**config.mk**
```make
export PLATFORM = sky130hd
export DESIGN_NAME = trig_busy_gate
export DESIGN_NICKNAME = d
export VERILOG_FILES = /design/src/rtl/tg_pkg.sv /design/src/rtl/tg_edge.sv /design/src/rtl/tg_holdoff.sv /design/src/rtl/tg_busy_fsm.sv /design/src/rtl/tg_veto_cnt.sv /design/src/rtl/trig_busy_gate.sv
export SDC_FILE = /design/constraint.sdc
export NUM_CORES = 1
export LEC_CHECK = 0
export CORE_UTILIZATION = 53
export CTS_CLUSTER_SIZE = 12
export DETAILED_ROUTE_END_ITERATION = 10
export DONT_BUFFER_PORTS = 1
export PLACE_DENSITY = 0.74
export SYNTH_ARGS = -nofsm -noshare
export SYNTH_HDL_FRONTEND = slang
export SYNTH_SLANG_ARGS = --single-unit
export TNS_END_PERCENT = 5
```
**constraint.sdc**
```tcl
create_clock -name clk -period 3.7 [get_ports clk]
set_clock_uncertainty 0.05 [all_clocks]
set_input_delay 0.74 -clock clk [delete_from_list [all_inputs] [get_ports clk]]
set_output_delay 0.74 -clock clk [all_outputs]
set_load 0.02 [all_outputs]
```
**src/rtl/tg_pkg.sv**
```systemverilog
package tg_pkg;

    typedef enum logic [1:0] {
        GS_LOCKED = 2'd0,
        GS_SETTLE = 2'd1,
        GS_OPEN   = 2'd2
    } gate_state_e;

    typedef struct packed {
        logic fire;
        logic veto;
    } gate_evt_t;

    function automatic int unsigned hold_width(input int unsigned cycles);
        return (cycles < 2) ? 1 : $clog2(cycles + 1);
    endfunction

endpackage

```
**src/rtl/tg_edge.sv**
```systemverilog
module tg_edge (
    input  logic clk,
    input  logic rst,
    input  logic din,
    output logic rise
);
    logic din_q;

    always_ff @(posedge clk) begin
        if (rst) din_q <= 1'b1;
        else     din_q <= din;
    end

    assign rise = din & ~din_q;
endmodule

```
**src/rtl/tg_holdoff.sv**
```systemverilog
module tg_holdoff
    import tg_pkg::*;
#(
    parameter int unsigned HOLD_CYC = 437500
) (
    input  logic clk,
    input  logic rst,
    input  logic load,
    output logic active,
    output logic last
);
    localparam int unsigned TW = hold_width(HOLD_CYC);
    localparam logic [TW-1:0] LOAD_VAL = TW'(HOLD_CYC);

    logic [TW-1:0] remain;

    always_ff @(posedge clk) begin
        if (rst)              remain <= '0;
        else if (load)        remain <= LOAD_VAL;
        else if (remain != 0) remain <= remain - 1'b1;
    end

    assign active = (remain != '0);
    assign last   = (remain == TW'(1));
endmodule

```
**src/rtl/tg_busy_fsm.sv**
```systemverilog
module tg_busy_fsm
    import tg_pkg::*;
(
    input  logic      clk,
    input  logic      rst,
    input  logic      rise,
    input  logic      rel,
    input  logic      hold_last,
    output gate_evt_t evt,
    output logic      busy,
    output logic      fire_q
);
    gate_state_e state, state_nx;
    logic        pend, pend_nx;

    always_comb begin
        evt.fire = rise && (state == GS_OPEN);
        evt.veto = rise && (state != GS_OPEN);
    end

    always_comb begin
        state_nx = state;
        pend_nx  = pend;
        unique case (state)
            GS_LOCKED: if (rel) state_nx = GS_OPEN;
            GS_OPEN: begin
                if (rise) begin
                    state_nx = GS_SETTLE;
                    pend_nx  = 1'b0;
                end
            end
            GS_SETTLE: begin
                if (hold_last) begin
                    state_nx = (pend || rel) ? GS_OPEN : GS_LOCKED;
                    pend_nx  = 1'b0;
                end else if (rel) begin
                    pend_nx  = 1'b1;
                end
            end
            default: state_nx = GS_LOCKED;
        endcase
    end

    always_ff @(posedge clk) begin
        if (rst) begin
            state  <= GS_LOCKED;
            pend   <= 1'b0;
            fire_q <= 1'b0;
        end else begin
            state  <= state_nx;
            pend   <= pend_nx;
            fire_q <= evt.fire;
        end
    end

    assign busy = (state != GS_OPEN);
endmodule

```
**src/rtl/tg_veto_cnt.sv**
```systemverilog
module tg_veto_cnt #(
    parameter int unsigned VETO_W = 16
) (
    input  logic              clk,
    input  logic              rst,
    input  logic              clr,
    input  logic              inc,
    output logic [VETO_W-1:0] count
);
    localparam logic [VETO_W-1:0] TOP = {VETO_W{1'b1}};

    always_ff @(posedge clk) begin
        if (rst || clr)              count <= '0;
        else if (inc && count != TOP) count <= count + 1'b1;
    end
endmodule

```
**src/rtl/trig_busy_gate.sv**
```systemverilog
module trig_busy_gate
    import tg_pkg::*;
#(
    parameter int unsigned HOLD_CYC = 437500,
    parameter int unsigned VETO_W   = 16
) (
    input  logic              clk,
    input  logic              rst,
    input  logic              trig_in,
    input  logic              rel_busy,
    input  logic              veto_clr,
    input  logic              cmd_stb,
    input  logic              fe_cmd_ack,
    output logic              trig_out,
    output logic              busy,
    output logic [VETO_W-1:0] veto_cnt,
    output logic              cmd_ack
);
    logic      trig_rise;
    logic      hold_active;
    logic      hold_last;
    gate_evt_t evt;

    tg_edge u_edge (
        .clk  (clk),
        .rst  (rst),
        .din  (trig_in),
        .rise (trig_rise)
    );

    tg_busy_fsm u_fsm (
        .clk       (clk),
        .rst       (rst),
        .rise      (trig_rise),
        .rel       (rel_busy),
        .hold_last (hold_last),
        .evt       (evt),
        .busy      (busy),
        .fire_q    (trig_out)
    );

    tg_holdoff #(.HOLD_CYC(HOLD_CYC)) u_hold (
        .clk    (clk),
        .rst    (rst),
        .load   (evt.fire),
        .active (hold_active),
        .last   (hold_last)
    );

    tg_veto_cnt #(.VETO_W(VETO_W)) u_veto (
        .clk   (clk),
        .rst   (rst),
        .clr   (veto_clr),
        .inc   (evt.veto),
        .count (veto_cnt)
    );

    assign cmd_ack = cmd_stb & fe_cmd_ack & ~hold_active;
endmodule

```
==> impl_metrics.py, run 1 <==
metrics = {
    "clocking": {
        "numCtsBuffers": 5,
        "path_clk_slew_ns": 0.08,
        "ctsResizeCount": 0,
        "hold_buffers": 0,
        "clk_latency_ns": 0.29,
        "htree_levels": 2,
        "clockBufferDepth": 2,
        "tritoncts": "yes",
        "cts_setup_buffers": 0,
        "clock-sinks": 40,
        "cts_root_buf": "clkbuf_8",
    },
    "detailed_routing": {
        "drc": 0,
        "dr.max_layer_used": "met4",
        "wl_met2_um": 2100,
        "ant_nets": 0,
        "dr.pass1.iters": 4,
        "wl_per_cell_um": 15.2,
        "drt-initial-drc-count": 113,
        "wl_met1_um": 2220,
        "vias_per_cell": 6.46,
        "vias": 1950,
        "wl_met3_um": 239,
        "wirelength_um": 4600,
    },
    "sta": {
        "hold_viol": 0,
        "slew_headroom_pct": 45.2,
        "timing.fmax_mhz": 293,
        "min_period_ns": 3.42,
        "final-setup-viol-count": 0,
        "grt_setup_unrepaired": "no",
        "finalSetupTns_ns": 0,
        "tightest_slew_ns": 0.816,
        "setup_slack_ns": 0.285,
        "finalMaxSlewViolations": 0,
        "fin_crit_sh_pct": 92.3,
    },
    "placed_design": {
        "portBuffers": 0,
        "dp_slack_ns": 0.615,
        "dp_cells": 294,
        "place_area_um2": 2170,
        "place.detailed.hpwl_um": 3360,
        "gp_congestion": 0.850,
    },
    "yosys": {
        "async_flop_share_pct": 0,
        "synth_warnings": 0,
        "synth_top_family_by_area": "simple AND/OR/NAND/NOR gates",
        "muxShareOfSynthArea_pct": 1.40,
        "synth_cell_type_count": 50,
        "synth.largest_area_cell": "dfxtp_1",
        "synthesis.nets": 265,
        "avgSynthCellArea_um2": 8.47,
        "synth_compound_area_share_pct": 23.7,
        "synth_area_leaders": "dfxtp_1 (37%), a21oi_1 (4.7%), or4_1 (4.5%)",
        "yosysTopAreaCellShare_pct": 37.2,
        "synth_adder_area_share_pct": 2.33,
        "synth-simple-area-share_pct": 31.8,
        "ys.flop_type": "dfxtp_1",
        "synth-edff-count": 0,
        "syn_inst": 254,
        "synth_xor_area_share_pct": 0.407,
        "ys_seq_area_share_pct": 37.2,
        "ys_ff_latch": 40,
        "syn_area_um2": 2150,
    },
    "critical_path": {
        "start_kind": "flip-flop",
        "arrival_ns": 2.63,
        "cpLargestDelayFamily": "simple AND/OR/NAND/NOR gates",
        "crit_top_cell": "or4_1",
        "slowest_stage": "or4_1",
        "rrSetupSlack_ns": 1.26,
        "critPathKind": "reg -> out",
        "slowest_delay_ns": 0.73,
        "critical_path.startpoint": "u_hold.remain[8]",
        "crit_buf_inv": 0,
        "cp_num_cells": 4,
        "crit_path_end_kind": "output pin",
        "r2r_cells": 4,
        "crit-reg2reg-launch": "u_hold.remain[8]",
        "r2r-end": "u_hold.remain[1]",
        "path_max_fanout": 10,
        "path_cells": "or4_1 > or4_1 > nor2_1 > and3_1",
        "required_ns": 2.91,
        "crit_end": "cmd_ack",
    },
    "layout": {
        "fin_area_um2": 2290,
        "final_util_pct": 60.7,
        "final_common_cell": "dfxtp_1",
        "num_antenna_cells": 0,
        "final_cell_mix": "dfxtp_1 (40), a21oi_1 (20), nand2_1 (18)",
        "area_delta_synth_final_pct": 6.34,
        "fin_nets": 264,
        "layout-drive-gt1-share_pct": 7.48,
        "instances_no_fill": 302,
    },
    "global_routing": {
        "grt_pass1_vias": 1753,
        "grt_pass1_wl_um": 7940,
        "grt-ovfl-total": 0,
        "globalRouteTotalUtil_pct": 23.5,
        "grt_max_degree": 24,
        "antenna_found_initial": 0,
    },
    "floorplanning": {
        "io_pins": 26,
        "row_count": 22,
        "fp.dieArea_um2": 4320,
        "start_util_pct": 57.1,
        "die_w_um": 65.7,
        "die_y_um": 65.7,
        "coreArea_um2": 3770,
    },
    "pwr": {
        "clkPwrFrac_pct": 19.0,
        "power_density_nw_per_um2": 825,
        "vdd_drop_max_mv": 0.462,
        "intPower_w": 0.00108,
        "switching_share_pct": 42.7,
        "seqPwrFrac_pct": 33.2,
        "p_sw_w": 0.000805,
        "leakage_nw": 0.724,
        "p_comb_share_pct": 47.8,
    },
    "flow_run": {
        "drv_cap": 0,
    },
    "worst_hold_path": {
        "hold_class": "reg -> reg",
    },
    "outcome": {
        "status": "complete, no violations",
    },
}
-- routing by layer --
layer  vias up  GRT usage [%]
met1       905           31.0
met2        49           38.1
met3         5           6.25
li1        991              -
met5         -              0
met4         0           4.89
-- layout make-up --
class,instances,area (µm²)
multi-input combinational,199,1280
clock buffer,5,68.8
clock inverter,3,46.3
tap,48,60.1
inverter,6,22.5
fill,349,1480
sequential,40,801
timing repair buffer,1,7.51
-- worst min-delay path, delay by kind of cell, from the launching register on --
family | cells | cell delay, ns
flops | 1 | 0.33
compound gates | 2 | 0.13
-- how the worst min path moves through the flow --
stage / start / to / slack, ns / depth (start not counted)
after global placement: u_hold.remain[14] / u_hold.remain[14] / 0.43 / 2
after detailed placement: u_hold.remain[15] / u_hold.remain[15] / 0.43 / 2
after CTS: u_hold.remain[9] / u_hold.remain[9] / 0.45 / 2
after floorplan: u_hold.remain[9] / u_hold.remain[9] / 0.41 / 2
final: u_hold.remain[9] / u_hold.remain[9] / 0.45 / 2
after global routing: rst / u_hold.remain[7] / 0.45 / 1
-- cells in the mapped netlist, drive strengths merged (3+ instances only) --
library cell	number
nor2b	4
clkbuf	5
nor4	7
a2111o	3
nand4	7
dfxtp	40
o21a	3
nor2	13
and2	5
mux2i	3
o41ai	3
nor3	11
o21ai	12
buf	4
nand3	5
or3	10
inv	5
nand2b	4
o31ai	10
a21oi	20
a311oi	5
a31oi	8
a211oi	3
ha	4
or4	14
or2	7
nand2	18
-- power by group through the flow --
stage / clock network, W / logic, W / registers [W]
floorplan: 0 / 0.000794 / 0.000610
global placement: 0 / 0.000882 / 0.000628
detailed placement: 0 / 0.000891 / 0.000633
CTS: 0.000370 / 0.000896 / 0.000625
global route: 0.000386 / 0.00102 / 0.000641
finish: 0.000359 / 0.000903 / 0.000626
-- per-stage QoR --
stage / power (W) / hold slack (ns)
2_1_floorplan: 0.00140 / 0.408
3_3_place_gp: 0.00151 / 0.426
3_5_place_dp: 0.00152 / 0.433
4_1_cts: 0.00189 / 0.449
5_1_grt: 0.00204 / 0.445
6_report: 0.00189 / 0.446
-- logic make-up (layout without fill, tap and decap cells) --
| logic type | after synthesis | after routing |
|---|---|---|
| AND/OR/NAND/NOR | 115 | 115 |
| AO/OA/AOI/OAI | 76 | 76 |
| flip-flops | 40 | 40 |
| buffers and inverters | 15 | 15 |
| adder cells (fa/ha/maj) | 4 | 4 |
| multiplexers | 3 | 3 |
| XOR/XNOR | 1 | 1 |
-- flip-flops by register name (all words and copies together), names as in the netlist --
name and count:
u_hold.remain 19, u_veto.count 16, u_fsm.pend 1, u_fsm.fire_q 1
u_fsm.state 2, u_edge.din_q 1
Power figures use the tool's default switching activity.
==> inputs of run 2 (changes only) <==
PLACE_DENSITY = 0.65   (was 0.74)
SKIP_LAST_GASP = 1   (was unset)
clock period = 3.31 ns   (was 3.7 ns; I/O delays follow)
==> run 2 against run 1 <==
Effect of this change:
- clock power down 5%
- combinational power up 17%
- routed wire length rose by 7.4%
- final cell count is 0.33% higher
- register-to-register slack got worse by 0.43 ns
- setup slack got worse by 0.14 ns
- design area decreased by 0.66%
- critical path depth did not move
- largest power group unchanged
- highest routed layer unchanged
==> impl_metrics.py, run 2 (synthesis results as in run 1) <==
metrics = {
    "pwr": {
        "leakage_nw": 0.725,
        "fin_total_pwr_w": 0.00211,
        "vdd_drop_max_mv": 0.566,
        "power_density_nw_per_um2": 927,
    },
    "detailed_routing": {
        "wl_per_cell_um": 16.3,
        "ant_nets": 0,
        "dr.pass1.iters": 4,
        "drc": 0,
        "wirelength_um": 4940,
        "drt-initial-drc-count": 117,
        "vias": 2019,
        "vias_per_cell": 6.66,
    },
    "global_routing": {
        "grt_max_degree": 24,
        "globalRouteTotalUtil_pct": 25.1,
        "grt_pass1_wl_um": 8200,
        "antenna_found_initial": 0,
        "grt_pass1_vias": 1725,
        "grt-ovfl-total": 0,
    },
    "clocking": {
        "clock-sinks": 40,
        "cts_setup_buffers": 0,
        "tritoncts": "yes",
        "path_clk_slew_ns": 0.08,
        "cts_root_buf": "clkbuf_8",
        "hold_buffers": 0,
        "htree_levels": 2,
        "clk_latency_ns": 0.30,
        "ctsResizeCount": 0,
        "clockBufferDepth": 2,
        "numCtsBuffers": 5,
    },
    "layout": {
        "max_flop_register": "u_hold.remain",
        "final_cell_mix": "dfxtp_1 (40), a21oi_1 (20), nand2_1 (18)",
        "largestRegisters": "u_hold.remain: 19 flops, u_veto.count: 16 flops, u_fsm.state: 2 flops",
        "num_antenna_cells": 0,
        "final_common_cell": "dfxtp_1",
        "fin_nets": 265,
        "layout-drive-gt1-share_pct": 7.84,
        "largest_reg_flops": 19,
        "area_delta_synth_final_pct": 5.64,
        "instances_no_fill": 303,
    },
    "sta": {
        "slew_headroom_pct": 41.8,
        "hold_viol": 0,
        "timing.fmax_mhz": 316,
        "tightest_slew_ns": 0.866,
        "finalMaxSlewViolations": 0,
        "finalSetupTns_ns": 0,
        "min_period_ns": 3.16,
        "final-setup-viol-count": 0,
        "fin_crit_sh_pct": 95.6,
        "grt_setup_unrepaired": "no",
    },
    "floorplanning": {
        "row_count": 22,
        "coreArea_um2": 3770,
        "io_pins": 26,
        "die_w_um": 65.7,
        "die_y_um": 65.7,
        "fp.dieArea_um2": 4320,
        "start_util_pct": 57.1,
    },
    "critical_path": {
        "required_ns": 2.60,
        "crit_path_end_kind": "output pin",
        "arrival_ns": 2.45,
        "start_kind": "flip-flop",
        "path_max_fanout": 8,
        "critPathKind": "reg -> out",
    },
    "placed_design": {
        "portBuffers": 0,
        "place.detailed.hpwl_um": 3540,
        "gp_congestion": 0.886,
        "dp_cells": 295,
    },
    "worst_hold_path": {
        "hold_class": "in -> reg",
    },
    "flow_run": {
        "drv_cap": 0,
    },
    "outcome": {
        "status": "complete, no violations",
    },
}
run 2: area by class of cell:
class	count	area, µm²
clock buffers	6	82.6
clock inverters	2	10.0
fillers	320	1500
inverters	6	22.5
multi-input cells	199	1280
flip-flops and latches	40	801
well taps	48	60.1
repair buffers	2	15.0
run 2: path summary, 6_finish.rpt:
kind | from | end | slack, ns | cells past startpoint
worst min register to register | u_hold.remain[14] | u_hold.remain[14] | 0.45 | 2
worst min-delay path | rst | u_fsm.state[0] | 0.37 | 1
worst max-delay path | u_hold.remain[12] | cmd_ack | 0.15 | 4
worst max register to register | u_hold.remain[8] | u_hold.remain[11] | 0.83 | 5
run 2: report_power, final:
group / total, W / internal [W] / switching [W] / leakage, nW
clock: 0.000340 / 0.000166 / 0.000174 / 0.0510
combinational: 0.00106 / 0.000411 / 0.000651 / 0.348
sequential: 0.000705 / 0.000591 / 0.000113 / 0.326
total: 0.00211 / 0.00117 / 0.000937 / 0.725
run 2: stage by stage:
step / worst slack [ns] / util (%) / hold slack [ns] / area, µm²
after floorplan: 0.538 / - / 0.408 / 2150
after global placement: 0.523 / 57.8 / 0.424 / 2180
after detailed placement: 0.494 / 57.8 / 0.442 / 2180
after CTS: 0.151 / 60.3 / 0.360 / 2270
after global routing: 0.00822 / 60.3 / 0.351 / 2270
final: 0.145 / 60.3 / 0.370 / 2270
run 2: per-layer routing:
metal / share of wire, % / vias to the layer above / global-route usage (%)
met4: 1.2 / 0 / 10.1
met3: 7.3 / 4 / 6.42
met1: 49 / 944 / 36.1
li1: - / 993 / -
met2: 43 / 78 / 35.2
met5: 0 / - / 0
run 2: worst max-delay path, cell delays in order, from the launching register on:
cell     delay (ns)
dfxtp_1        0.36
or4_1          0.65
or4_1          0.60
nor2_1         0.24
and3_1         0.31
